$ cat config.mk
export PLATFORM = sky130hd
export DESIGN_NAME = banked_regfile
export DESIGN_NICKNAME = d
export VERILOG_FILES = /design/src/rtl/banked_regfile.sv
export SDC_FILE = /design/constraint.sdc
export NUM_CORES = 2
export LEC_CHECK = 0
export BUFFER_PORTS_ARGS = -buffer_cell sky130_fd_sc_hd__buf_2
export CAP_MARGIN = 20
export CORE_ASPECT_RATIO = 0.6
export CORE_MARGIN = 3
export CORE_UTILIZATION = 30
export DETAILED_ROUTE_END_ITERATION = 8
export GPL_ROUTABILITY_DRIVEN = 0
export HOLD_SLACK_MARGIN = 0.12
export PLACE_DENSITY_LB_ADDON = 0.05
export SYNTH_ARGS = -nofsm -noshare
export SYNTH_HDL_FRONTEND = slang
export SYNTH_SLANG_ARGS = --single-unit
$ cat constraint.sdc
create_clock -name clk -period 2.28 [get_ports clk]
set_input_delay 0.456 -clock clk [delete_from_list [all_inputs] [get_ports clk]]
set_output_delay 0.456 -clock clk [all_outputs]
set_load 0.02 [all_outputs]
$ cat src/rtl/banked_regfile.sv
module banked_regfile #(
  parameter int DW = 32,
  parameter int NREG = 16,
  parameter int NBANKED = 8,
  localparam int IW = $clog2(NREG),
  localparam int BW = $clog2(NBANKED)
) (
  input  logic          clk,
  input  logic          rst_n,
  input  logic [IW-1:0] rd_a_idx,
  output logic [DW-1:0] rd_a_data,
  input  logic [IW-1:0] rd_b_idx,
  output logic [DW-1:0] rd_b_data,
  input  logic          wr_en,
  input  logic [IW-1:0] wr_idx,
  input  logic [DW-1:0] wr_data,
  input  logic          sr_wr_en,
  input  logic [31:0]   sr_wr_data,
  input  logic          flag_wr_en,
  input  logic [1:0]    flag_sel,
  input  logic          flag_val,
  output logic [31:0]   sr_rd_data,
  input  logic [BW-1:0] alt_idx,
  input  logic          alt_wr_en,
  input  logic [DW-1:0] alt_wr_data,
  output logic [DW-1:0] alt_rd_data
);
  localparam int NSHARED = NREG - NBANKED;
  localparam int SW = (NSHARED > 1) ? $clog2(NSHARED) : 1;
  localparam int B_T = 0, B_S = 1, B_IM = 4, B_Q = 8, B_M = 9;
  localparam int B_BL = 28, B_RB = 29, B_MD = 30;
  localparam logic [31:0] SR_KEEP = (32'h1 << B_T) | (32'h1 << B_S) | (32'hF << B_IM) |
                                    (32'h1 << B_Q) | (32'h1 << B_M) | (32'h1 << B_BL) |
                                    (32'h1 << B_RB) | (32'h1 << B_MD);

  logic [31:0] sr_q, sr_d;
  logic [1:0][NBANKED-1:0][DW-1:0] bank_q;
  logic [NSHARED-1:0][DW-1:0] shared_q;
  logic act_q, act_d;

  always_comb begin
    sr_d = sr_q;
    if (sr_wr_en) sr_d = sr_wr_data & SR_KEEP;
    else if (flag_wr_en) begin
      case (flag_sel)
        2'd0: sr_d[B_T] = flag_val;
        2'd1: sr_d[B_S] = flag_val;
        2'd2: sr_d[B_Q] = flag_val;
        default: sr_d[B_M] = flag_val;
      endcase
    end
  end

  assign act_q = sr_q[B_MD] & sr_q[B_RB];
  assign act_d = sr_d[B_MD] & sr_d[B_RB];

  function automatic logic [SW-1:0] shared_slot(input logic [IW-1:0] idx);
    return SW'(idx - IW'(NBANKED));
  endfunction

  function automatic logic [DW-1:0] read_gpr(input logic [IW-1:0] idx);
    if (int'(idx) < NBANKED) return bank_q[act_q][idx[BW-1:0]];
    return shared_q[shared_slot(idx)];
  endfunction

  assign rd_a_data   = read_gpr(rd_a_idx);
  assign rd_b_data   = read_gpr(rd_b_idx);
  assign sr_rd_data  = sr_q;
  assign alt_rd_data = bank_q[~act_q][alt_idx];

  always_ff @(posedge clk) begin
    if (!rst_n) begin
      sr_q     <= '0;
      bank_q   <= '0;
      shared_q <= '0;
    end else begin
      sr_q <= sr_d;
      if (wr_en) begin
        if (int'(wr_idx) < NBANKED) bank_q[act_d][wr_idx[BW-1:0]] <= wr_data;
        else shared_q[shared_slot(wr_idx)] <= wr_data;
      end
      if (alt_wr_en) bank_q[~act_d][alt_idx] <= alt_wr_data;
    end
  end

  // a full write decides the status word even beside a flag write
  p_full_write_wins_r9: assert property (@(posedge clk) disable iff (!rst_n)
    sr_wr_en |=> sr_rd_data == ($past(sr_wr_data) & SR_KEEP));

  p_flag_keeps_bank_r8: assert property (@(posedge clk) disable iff (!rst_n)
    (flag_wr_en && !sr_wr_en) |=> act_q == $past(act_q));

  p_write_new_bank_r6: assert property (@(posedge clk) disable iff (!rst_n)
    (wr_en && int'(wr_idx) < NBANKED) |=>
      bank_q[$past(act_d)][$past(wr_idx[BW-1:0])] == $past(wr_data));

  p_side_write_hidden_r7: assert property (@(posedge clk) disable iff (!rst_n)
    alt_wr_en |=> bank_q[!$past(act_d)][$past(alt_idx)] == $past(alt_wr_data));

  p_shared_kept_r5: assert property (@(posedge clk) disable iff (!rst_n)
    (sr_wr_en && act_d != act_q && !wr_en) |=> shared_q == $past(shared_q));

  p_old_bank_kept_r4: assert property (@(posedge clk) disable iff (!rst_n)
    (act_d != act_q && !alt_wr_en) |=> bank_q[$past(act_q)] == $past(bank_q[act_q]));
endmodule

==> run summary <==
Setup tns final: -107.16 ns
Final setup fails: 131
Clk_skew: 0.0223 ns
First-pass GRT wire length: 371 mm
DR iter-0 viols: 6,455
Crit end category: output port
Fin nets: 6,232
Critical path peak fanout: 8
Final worst-path setup slack: -1.28 ns
GRT overflow: 0
Syn. warnings: 0
Crit path DAT: 3.10 ns
WL/cell: 33.3 um
Synthesized flop and latch total: 779
Crit share post-route: 156%
Maximum number of pins on one net before global-route repair: 95
MaxCap Viol Count: 0
CTS Buffer Depth: 3
CTS HTree Levels: 3
Antenna violations before repair: 23
Peak supply drop: 0.000562 V
Number of buffers created by CTS: 88
Vias: 49,788
Kind of critical path: reg -> out
TritonCTS clock tree: yes
Reg2reg end: bank_q[296]
Placement Rows: 110
Die area: 157,000 um^2
DRC Markers: 0
Worst slew margin: 36.4%
CP required: 1.82 ns
RR Startpoint: sr_rd_data[30]
Path depth of the worst reg2reg path: 9
CORE AREA: 151,000 um^2
IO Port Bufs: 205
Synthesized area: 45,700 um^2
Vias in the first global route: 46,270
Area Growth Syn to Fin: 38.7%
Vias per std cell: 6.06
Root Driver: clkbuf_16
Post-Syn Instances: 5,672
Routed Antenna Nets: 0
Total track usage: 33.0%
Starting Density: 30.3%
Ratio of cells with drive above 1 in the final layout: 31.1%
Avg Inst Size Synth: 8.06 um^2
Hold Violations, Final: 0
Hold Startpoint: flag_val
Worst Hold Path EP: sr_rd_data[1]
Startpoint Class: flip-flop
Leakage power: 22.1 nW
Hold depth: 4
I/O Pins: 248
Sequential area share after synthesis: 34.1%
Dpl hpwl: 181 mm
Clock transition at path regs: 0.07 ns
Dpl ws: -0.656 ns
CTS sink cnt: 779
Peak Freq: 281 MHz
Outcome: complete, but fails checks
Pre-antenna DRT Iters: 6
Min-Delay Path Class: in -> reg
Library cells used by synthesis: 40
Chip height: 308 um
Slew @ Worst Pin: 0.951 ns
Tmin final: 3.56 ns
Setup slack, reg-to-reg: -0.09 ns
Final wirelength: 273 mm
Max Slew Vio Count: 0
Die width: 510 um
Unrepaired setup endpoints after global routing: true
Failing checks: negative setup slack
Clk Latency, worst-skew pair: 0.71 ns
PwrDens: 567 nW/um^2
how the worst max path moves through the flow:
stage	start	endpoint	cells past startpoint	slack, ns
global placement	sr_rd_data[30]	rd_a_data[27]	10	-0.64
global route	sr_rd_data[30]	alt_rd_data[18]	7	-1.32
detailed placement	sr_rd_data[29]	rd_a_data[27]	10	-0.66
floorplan	sr_rd_data[30]	alt_rd_data[0]	7	-0.22
CTS	sr_rd_data[30]	alt_rd_data[18]	7	-1.29
finish	sr_rd_data[30]	alt_rd_data[13]	7	-1.28
layout make-up:
cell class | count | area, um^2
clock buffer | 124 | 2510
timing repair buffer | 969 | 10800
inverter | 1 | 5.00
clock inverter | 35 | 546
fill | 14763 | 87300
sequential | 779 | 15600
antenna | 14 | 35.0
tap | 2016 | 2520
multi-input combinational | 4273 | 31500
worst max-delay path, stage by stage (launching register included):
cell	delay (ns)
dfxtp_4	0.39
and2_4	0.23
buf_12	0.17
buf_16	0.18
buf_12	0.16
mux4_2	0.52
mux4_2	0.55
buf_6	0.17
Yosys cell counts:
cell type,n,area (um^2)
and3b_1,2,17.5
and2_1,8,50.1
mux4_2,293,6600
mux2i_1,287,2870
clkinv_1,1,3.75
or2_2,3,18.8
buf_6,7,78.8
dfxtp_1,779,15600
nand3b_1,1,7.51
a211oi_1,21,158
a221oi_1,66,578
nand3_1,14,70.1
and3_1,15,93.8
nand2b_1,15,93.8
a21boi_0,226,1700
buf_4,25,188
nor4_1,30,188
a311oi_1,2,17.5
conb_1,1,3.75
nor3b_2,1,12.5
nand2_2,1,6.26
clkbuf_1,532,2000
nor3_1,48,240
nand2_1,1756,6590
o22ai_1,75,469
o21ai_0,550,2750
a21boi_1,32,240
a32oi_1,4,35.0
mux2_2,24,270
nor3b_1,1,7.51
a21oi_1,40,200
buf_1,18,67.6
a21o_1,1,7.51
buf_2,57,285
o21ai_1,98,490
a31oi_1,516,3230
nor2_1,105,394
a22oi_1,1,7.51
nor2b_1,15,93.8
and2_4,1,8.76
sequential cells by signal, summed over array words and instances (netlist names):
name and count:
shared_q 256, sr_rd_data 11, bank_q 512
per-layer routing:
| layer | vias up | share of wire, % | global-route usage [%] | wire [um] |
|---|---|---|---|---|
| met5 | - | 0.019 | 0 | 53 |
| met4 | 8 | 4.0 | 11.7 | 11000 |
| met3 | 476 | 11 | 7.42 | 30400 |
| met2 | 3019 | 41 | 46.8 | 111000 |
| met1 | 24957 | 44 | 48.5 | 121000 |
| li1 | 21328 | - | - | - |
where the power goes:
part | switching, mW | internal, mW | leakage [nW]
sequential | 0.332 | 13.9 | 6.31
combinational | 3.55 | 2.29 | 14.3
clock | 6.81 | 9.08 | 1.49
cell usage in the layout, fill, tap and decap left out, types with 101 or more instances in the layout:
cell type	synthesis	layout
a21boi_0	226	226
a31oi_1	516	516
buf_12	0	194
buf_2	57	101
buf_4	25	456
buf_6	7	150
dfxtp_1	779	777
mux2i_1	287	162
mux4_2	293	293
nand2_1	1756	1719
o21ai_0	550	457
o21ai_1	98	110
what timing repair did:
item / in CTS / in global routing
pin swaps: 140 / 139
setup endpoints to repair: 273 / 208
gates cloned: 18 / 12
buffers inserted: 56 / 52
hold buffers: 12 / 0
gates resized for setup: 586 / 342
hold endpoints to repair: 12 / 0
kinds of logic (layout without fill, tap and decap cells):
group,after synthesis,in the layout,synth area share (%)
DFF,779,779,34.1
and+or+nand+nor,2016,2016,17.3
buffers and inverters,640,1129,5.73
muxes,604,604,21.3
other,1,35,0.00820
AOI/OAI and AO/OA,1632,1632,21.6
through the flow:
| step | std cells | instance area [um^2] | utilization, % | hold slack, ns | total power [mW] |
|---|---|---|---|---|---|
| floorplan | 5692 | 46400 | - | 0.442 | 17.0 |
| global placement | 7944 | 54800 | 36.4 | 0.454 | 19.5 |
| detailed placement | 7944 | 54800 | 36.4 | 0.460 | 19.5 |
| CTS | 8169 | 61500 | 40.8 | 0.163 | 35.8 |
| global route | 8202 | 63400 | 42.1 | 0.205 | 36.9 |
| finish | 8211 | 63500 | 42.1 | 0.213 | 36.0 |
No activity file was read; power rests on OpenSTA's default activity.
